## src/rtl/apb_wdog.sv

```systemverilog
module apb_wdog #(
  parameter bit RESTRICTED = 1'b0,
  parameter int CNT_W = 32
) (
  input  logic        clk,
  input  logic        rst_n,
  input  logic        tick_en,
  input  logic        psel,
  input  logic        penable,
  input  logic        pwrite,
  input  logic [11:2] paddr,
  input  logic [31:0] pwdata,
  output logic [31:0] prdata,
  output logic        pready,
  output logic        pslverr,
  output logic        irq_o,
  output logic        rst_req_o
);
  localparam logic [9:0] A_LOAD = 10'h000;
  localparam logic [9:0] A_CNT  = 10'h001;
  localparam logic [9:0] A_CTRL = 10'h002;
  localparam logic [9:0] A_CLR  = 10'h003;
  localparam logic [9:0] A_RIS  = 10'h004;
  localparam logic [9:0] A_MIS  = 10'h005;
  localparam logic [9:0] A_KEY  = 10'h300;
  localparam logic [9:0] A_TCR  = 10'h3C0;
  localparam logic [9:0] A_TOP  = 10'h3C1;
  localparam logic [9:0] A_ID0  = 10'h3F4;
  localparam logic [31:0] KEY   = 32'h1ACC_E551;
  localparam logic [3:0]  ID_LO = RESTRICTED ? 4'h6 : 4'h3;

  logic [CNT_W-1:0] load_q, cnt_q;
  logic       run_q, ris_q, rst_stat_q, lock_q, tcr_q;
  logic [1:0] ctrl_q, top_q;

  wire acc     = psel & penable;
  wire wr      = acc & pwrite & (~lock_q | (paddr == A_KEY));
  wire wr_load = wr & (paddr == A_LOAD);
  wire wr_clr  = wr & (paddr == A_CLR);
  wire wr_ctrl = wr & (paddr == A_CTRL) & ~(RESTRICTED & ctrl_q[0]);
  wire wr_tcr  = wr & (paddr == A_TCR) & ~RESTRICTED;
  wire wr_top  = wr & (paddr == A_TOP) & ~RESTRICTED;
  wire wr_key  = acc & pwrite & (paddr == A_KEY);
  wire expire  = tick_en & run_q & (cnt_q <= CNT_W'(1)) & ~wr_load & ~wr_clr;

  always_ff @(posedge clk) begin
    if (!rst_n) begin
      load_q     <= '1;
      cnt_q      <= '1;
      run_q      <= 1'b1;
      ris_q      <= 1'b0;
      rst_stat_q <= 1'b0;
      lock_q     <= 1'b0;
      tcr_q      <= 1'b0;
      top_q      <= '0;
      ctrl_q     <= '0;
    end else begin
      if (wr_load) begin
        load_q <= pwdata[CNT_W-1:0];
        cnt_q  <= pwdata[CNT_W-1:0];
        run_q  <= 1'b1;
      end else if (wr_clr) begin
        cnt_q <= load_q;
      end else if (expire) begin
        if (!ris_q) cnt_q <= load_q;
        else begin
          cnt_q <= '0;
          run_q <= 1'b0;
        end
      end else if (tick_en && run_q) begin
        cnt_q <= cnt_q - CNT_W'(1);
      end
      if (wr_clr) ris_q <= 1'b0;
      else if (expire) ris_q <= 1'b1;
      if (expire && ris_q) rst_stat_q <= 1'b1;
      if (wr_key) lock_q <= (pwdata != KEY);
      if (wr_ctrl) ctrl_q <= pwdata[1:0];
      if (wr_tcr) tcr_q <= pwdata[0];
      if (wr_top) top_q <= pwdata[1:0];
    end
  end

  assign irq_o     = tcr_q ? top_q[1] : (ris_q & ctrl_q[0]);
  assign rst_req_o = tcr_q ? top_q[0] : (rst_stat_q & ctrl_q[1]);
  assign pready    = 1'b1;
  assign pslverr   = 1'b0;

  wire [9:0] id_k = paddr - A_ID0;

  always_comb begin
    prdata = '0;
    if (paddr >= A_ID0) prdata = {24'h0, id_k[3:0], ID_LO};
    else begin
      case (paddr)
        A_LOAD: prdata = 32'(load_q);
        A_CNT:  prdata = 32'(cnt_q);
        A_CTRL: prdata = {30'h0, ctrl_q};
        A_RIS:  prdata = {31'h0, ris_q};
        A_MIS:  prdata = {31'h0, ris_q & ctrl_q[0]};
        A_KEY:  prdata = {31'h0, lock_q};
        A_TCR:  prdata = RESTRICTED ? 32'h0 : {31'h0, tcr_q};
        default: prdata = '0;
      endcase
    end
  end

  p_cnt_le_load_r2: assert property (@(posedge clk) disable iff (!rst_n)
    cnt_q <= load_q);
  p_ris_on_tick_r3: assert property (@(posedge clk) disable iff (!rst_n)
    $rose(ris_q) |-> $past(tick_en));
  p_stop_on_second_r4: assert property (@(posedge clk) disable iff (!rst_n)
    $rose(rst_stat_q) |-> (!run_q && cnt_q == '0));
  p_lock_holds_ctrl_r7: assert property (@(posedge clk) disable iff (!rst_n)
    (lock_q && psel && penable && pwrite && paddr == A_CTRL) |=> $stable(ctrl_q));
  p_no_wait_r12: assert property (@(posedge clk) disable iff (!rst_n)
    (psel && penable) |-> (pready && !pslverr));

  generate
    if (RESTRICTED) begin : g_rs
      p_ctrl_frozen_r9: assert property (@(posedge clk) disable iff (!rst_n)
        ctrl_q[0] |=> (ctrl_q[0] && $stable(ctrl_q)));
    end
  endgenerate
endmodule

```

## config.mk

```make
export PLATFORM = sky130hd
export DESIGN_NAME = apb_wdog
export DESIGN_NICKNAME = d
export VERILOG_FILES = /design/src/rtl/apb_wdog.sv
export SDC_FILE = /design/constraint.sdc
export NUM_CORES = 1
export LEC_CHECK = 0
export BUFFER_PORTS_ARGS = -buffer_cell sky130_fd_sc_hd__buf_2
export CORE_ASPECT_RATIO = 2
export CORE_UTILIZATION = 45
export CTS_CLUSTER_DIAMETER = 200
export DETAILED_ROUTE_END_ITERATION = 6
export PLACE_DENSITY = 0.67
export SYNTH_ARGS = -nofsm -noshare
export SYNTH_HDL_FRONTEND = slang
export SYNTH_SLANG_ARGS = --single-unit
```

## constraint.sdc

```tcl
create_clock -name clk -period 3.4 [get_ports clk]
set_input_delay 0.34 -clock clk [delete_from_list [all_inputs] [get_ports clk]]
set_output_delay 0.34 -clock clk [all_outputs]
set_load 0.1 [all_outputs]
```

==> metrics.cfg, run 1 <==
[layout]
n_antenna_cell=0
finish.utilization_pct=59.4
nets=734
area_growth_pct=27.9
regArea_um2=1460
drive_gt1_share_pct=18.1
fillers=872
multiInputGateArea_um2=2840
layout_commonest_cell=nand2_1
stdcell_count=818
layout_common_cells=131 x nand2_1, 73 x dfxtp_1, 49 x buf_2, 47 x a21oi_1, 46 x nor2_1

[setup_path]
cp_slowest_cell=and3_1
path_class=input pin to primary output
start_kind=input pin
timing.rr.start=cnt_q[0]$_SDFFE_PN1P_
r2r_slack_ns=0.73
end_kind=primary output
r2r_end=cnt_q[29]$_SDFFE_PN1P_
cp_slowest_stage_delay_ns=0.62
cp.required_ns=3.06
crit_chain=buf_2, inv_1, ha_1, nor3b_1, and3_1, buf_4, a22o_1, buf_12
critPathMaxFanout=12
cp_data_arrival_time_ns=2.62
reg2reg_depth=6

[clock_tree]
cts-root-buf=clkbuf_16
post-cts-setup-buffers=0
cts_buffer_depth=2
clk_pin_slew_ns=0.06
hold_buffers=0
clock_latency_ns=0.34
ctsResizeCount=0
htree_levels=3
cts_tree=built
clkSinkCount=73
cts_made_buffers=9

[timing]
slew_violations=0
finalWorstSetupSlack_ns=0.445
rsz0062_at_grt=false
final.setup_skew_ns=0.00703
worst_slew_pin_slew_ns=1.09
tns_ns=0
hold_viol=0
period_minus_slack_ns=2.96
finalSetupViolCount=0
slew_headroom_pct=27.0
max_freq_ghz=0.338
finalCritPeriodShare_pct=86.9

[synthesis]
syn_avg_cell_area_um2=7.33
synth_seq_area_share_pct=32.2
synthCells=619
synth_edf_count=0
yosysWarnings=0
async_flop_share_pct=0
synth_cell_type_count=70
ys_ff_latch=73
synth_fp_nets=672
ys.flop_type=dfxtp_1
syn-cell-area_um2=4540

[global_routing]
grt_pass1_vias=4798
grt_pass1_wl_mm=23.5
grt_max_degree=34
antenna_found_initial=0
track_usage_pct=29.2
overflow=0

[status]
status=completed

[hold_path]
whs_path_depth=3
hp-class=input pin to flop
hold_path_end=load_q[17]$_SDFFE_PN1P_
hp-start=pwdata[17]

[route]
viasPerCell=6.09
ant_nets=0
vias=4984
wl_per_cell_um=18.0
drc=0
routed_wl_mm=14.7
drt_iter0_drc=341
drtPass1Iterations=5

[placed_design]
dp_hpwl_mm=10.7
dpl.cell_count=802
gp_congestion=0.952
io_buffers=81
place_ws_ns=0.465

[flow_run]
max_cap_viol_count=0

[pwr]
p_leak_nw=2.32
p_per_area_nw_per_um2=329
irDropWorstVdd_v=0.000254

[die]
start_util_pct=46.5
ios=84
coreArea_um2=9760
fp.dieW_um=73
rows=51
die_h_um=144
die_area_um2=10500

metal layers:
metal  vias up  share of wire [%]  routed length, um  global-route usage [%]
li1       2370                  -                  -                       -
met5         -                  0                  0                       0
met4         0                4.0                588                    15.8
met2       215                 53               7790                    51.6
met1      2353                 38               5560                    32.8
met3        46                5.4                801                    4.11
where the power goes:
group          switching [W]  total (W)  internal [W]
sequential        0.00000351   0.000861      0.000858
clock               0.000368   0.000898      0.000531
combinational      0.0000944   0.000146     0.0000520
critical path: cells and delay by family:
family | cells | cell delay, ns
compound gates | 1 | 0.21
fa+ha+maj | 1 | 0.21
simple gates | 2 | 1.16
buf+inv | 4 | 0.68
flip-flops by register name, summed over array words and instances, names as in the netlist:
register and count:
tcr_q 1, top_q 2, cnt_q 32, ctrl_q 2
ris_q 1, load_q 32, rst_stat_q 1, lock_q 1
run_q 1
area by class of cell:
| cell class | instances | share of cell area, % |
|---|---|---|
| multi-input combinational | 490 | 49.0 |
| sequential | 73 | 25.2 |
| timing repair buffer | 97 | 17.6 |
| clock buffer | 13 | 4.49 |
| tap | 132 | 2.85 |
| inverter | 10 | 0.647 |
| clock inverter | 3 | 0.259 |
cell families after synthesis:
| family | count (synthesis) | synth area share [%] |
|---|---|---|
| mux | 5 | 1.10 |
| fa+ha+maj | 5 | 1.38 |
| compound gates | 151 | 23.4 |
| other cells | 2 | 0.166 |
| xor+xnor | 15 | 2.90 |
| simple gates | 312 | 33.5 |
| buf+inv | 56 | 5.32 |
| flops | 73 | 32.2 |
through the flow:
step | cell area, um^2 | power [W] | hold slack (ns)
after CTS | 5800 | 0.00190 | 0.251
after global placement | 5530 | 0.00102 | 0.455
after floorplan | 4540 | 0.000958 | 0.441
final | 5800 | 0.00191 | 0.252
after detailed placement | 5530 | 0.00102 | 0.466
after global routing | 5800 | 0.00194 | 0.264
worst max path at each step:
| stage | slack [ns] | depth (start not counted) | end | startpoint |
|---|---|---|---|---|
| after floorplan | 0.47 | 2 | irq_o | ris_q$_SDFFE_PP0N_ |
| after global placement | 0.52 | 8 | prdata[29] | paddr[4] |
| after detailed placement | 0.46 | 8 | prdata[11] | paddr[4] |
| after CTS | 0.46 | 8 | prdata[11] | paddr[4] |
| after global routing | 0.26 | 8 | prdata[3] | paddr[4] |
| final | 0.44 | 8 | prdata[11] | paddr[4] |
synth_stat cells, drive strengths merged, types with 4 or more instances:
cell | instances | area share (%)
o21a | 4 | 0.66
mux2i | 5 | 1.1
and3 | 4 | 0.55
or3 | 8 | 1.2
a211oi | 6 | 0.99
nor4 | 10 | 1.7
nand4 | 12 | 1.8
inv | 10 | 0.83
xnor2 | 6 | 1.2
o21ai | 13 | 1.4
a22oi | 8 | 1.3
a221oi | 4 | 0.77
a21oi | 47 | 5.2
or4 | 6 | 1.1
dfxtp | 73 | 32
o22ai | 5 | 0.69
xor2 | 9 | 1.7
nor3 | 19 | 2.2
a22o | 28 | 5.4
clkbuf | 37 | 3.1
nand2 | 131 | 11
ha | 5 | 1.4
buf | 9 | 1.4
nand3 | 45 | 5.0
a31oi | 6 | 0.83
nor2b | 9 | 1.2
nor2 | 46 | 3.8
Power figures use the tool's default switching activity.
==> inputs of run 2 (changes only) <==
==> constraint.sdc (replaced) <==
create_clock -name clk -period 3.4 [get_ports clk]
set_input_delay 0.68 -clock clk [delete_from_list [all_inputs] [get_ports clk]]
set_output_delay 0.68 -clock clk [all_outputs]
set_load 0.1 [all_outputs]
==> run 2 against run 1 <==
Compared with the run above: the flow now finishes with violations (DRC); first-iteration DRC count shrank 21%; clock power down 6.8%; via count increased by 0.34%; non-clock buffer count is 8 higher; critical endpoint is now prdata[0]; maximum frequency down 5.7%; critical path type unchanged; global-route usage up 0.36 points; sequential power about the same; sequential share of layout area decreased by 0.34 points; register-to-register slack got worse by 0.09 ns.
==> metrics.cfg, run 2 (synthesis gave the netlist of run 1 again) <==
[layout]
layout_commonest_cell=nand2_1
area_growth_pct=29.6
n_antenna_cell=0
nets=742
drive_gt1_share_pct=23.2
final_area_um2=5880
layout_common_cells=128 x nand2_1, 73 x dfxtp_1, 49 x buf_2, 47 x a21oi_1, 46 x nor2_1
fillers=889
regArea_um2=1460
multiInputGateArea_um2=2890
finish.utilization_pct=60.2
top_regs=cnt_q: 32 flops, load_q: 32 flops

[hold_path]
hold_path_end=rst_stat_q$_SDFFE_PN0P_
whs_path_depth=1
hp-class=flop to flop
hp-start=rst_stat_q$_SDFFE_PN0P_

[setup_path]
cp-startpoint=paddr[7]
cp.required_ns=2.72
cp_common_cell=buf_12
end_kind=primary output
reg2reg_depth=6
r2r_end=cnt_q[15]$_SDFFE_PN1P_
cp_data_arrival_time_ns=2.45
cp_slowest_stage_delay_ns=0.55
critPathMaxFanout=32
path_class=input pin to primary output
cp_slowest_cell=or4_1
timing.rr.start=cnt_q[4]$_SDFFE_PN1P_
crit_chain=buf_2, or4_1, nor4_2, buf_12, a222oi_1, nand4_1, buf_12
cp_top_family=simple AND/OR/NAND/NOR gates
start_kind=input pin
r2r_slack_ns=0.64
crit_buf_inv=3

[flow_run]
max_cap_viol_count=0

[timing]
finalCritPeriodShare_pct=92.2
rsz0062_at_grt=false
period_minus_slack_ns=3.13
slew_headroom_pct=37.8
max_freq_ghz=0.319
tns_ns=0
final.setup_skew_ns=0.00552
finalWorstSetupSlack_ns=0.266
hold_viol=0
worst_slew_pin_slew_ns=0.932
finalSetupViolCount=0
slew_violations=0

[clock_tree]
cts_buffer_depth=2
cts-root-buf=clkbuf_16
clock_latency_ns=0.34
cts_made_buffers=9
cts_tree=built
clkSinkCount=73
post-cts-setup-buffers=0
htree_levels=3
clk_pin_slew_ns=0.05

[die]
rows=51
ios=84
coreArea_um2=9760
die_area_um2=10500
fp.dieW_um=73
die_h_um=144
start_util_pct=46.5

[placed_design]
gp_congestion=0.883
io_buffers=81
dp_hpwl_mm=11.0
dpl_cell_area_um2=5630
place_ws_ns=0.118

[pwr]
p_leak_nw=2.36
p_per_area_nw_per_um2=314
irDropWorstVdd_v=0.000310

[status]
violations=DRC
status=finished, violations left

[global_routing]
overflow=0
grt_pass1_vias=4985
antenna_found_initial=0
grt_max_degree=35
grt_pass1_wl_mm=23.6
track_usage_pct=29.5

[route]
routed_wl_mm=15.0
vias=5001
ant_nets=0
drc=1
drtPass1Iterations=7
viasPerCell=6.08
drt_iter0_drc=271
wl_per_cell_um=18.2

-- run 2: final cells by class --
cell class                      instances  share of cell area (%)
Clock inverter                          1                  0.0851
Sequential cell                        73                    24.9
Timing Repair Buffer                  105                    18.3
Clock buffer                           12                    4.19
Inverter                               10                   0.638
Tap cell                              132                    2.81
Multi-Input combinational cell        490                    49.1
-- run 2: timing repair --
item,4_1_cts,5_1_grt
hold buffers,0,0
resized for setup,0,1
endpoints found under the setup margin,0,20
-- run 2: worst max path at each step --
stage	endpoint	slack (ns)	cells after the start
floorplan	prdata[0]	0.10	4
global placement	prdata[28]	0.21	8
detailed placement	prdata[27]	0.12	8
CTS	prdata[28]	0.11	8
global route	prdata[28]	0.18	8
finish	prdata[0]	0.27	7
-- run 2: per-layer routing --
| layer | vias to the layer above | wire (um) | track usage (%) |
|---|---|---|---|
| li1 | 2380 | - | - |
| met1 | 2356 | 5410 | 29.7 |
| met5 | - | 0 | 0 |
| met3 | 63 | 691 | 4.25 |
| met2 | 202 | 8010 | 52.1 |
| met4 | 0 | 871 | 24.5 |
-- run 2: worst reg2reg max path, stage by stage (launching register included) --
cell,delay [ns]
dfxtp_1,0.36
or4_4,0.64
nor3_1,0.32
nand4_2,0.18
o31ai_4,0.77
a21oi_1,0.23
o22ai_1,0.18
-- run 2: where the power goes --
group	switching [W]	internal [W]
Combinational	0.0000952	0.0000543
Sequential	0.00000357	0.000858
Clock	0.000337	0.000500
-- run 2: per-stage QoR --
step	hold slack [ns]	cells	total power, W
floorplan	0.441	619	0.000958
global placement	0.457	810	0.00102
detailed placement	0.466	810	0.00103
CTS	0.475	823	0.00185
global route	0.487	823	0.00190
finish	0.476	823	0.00185
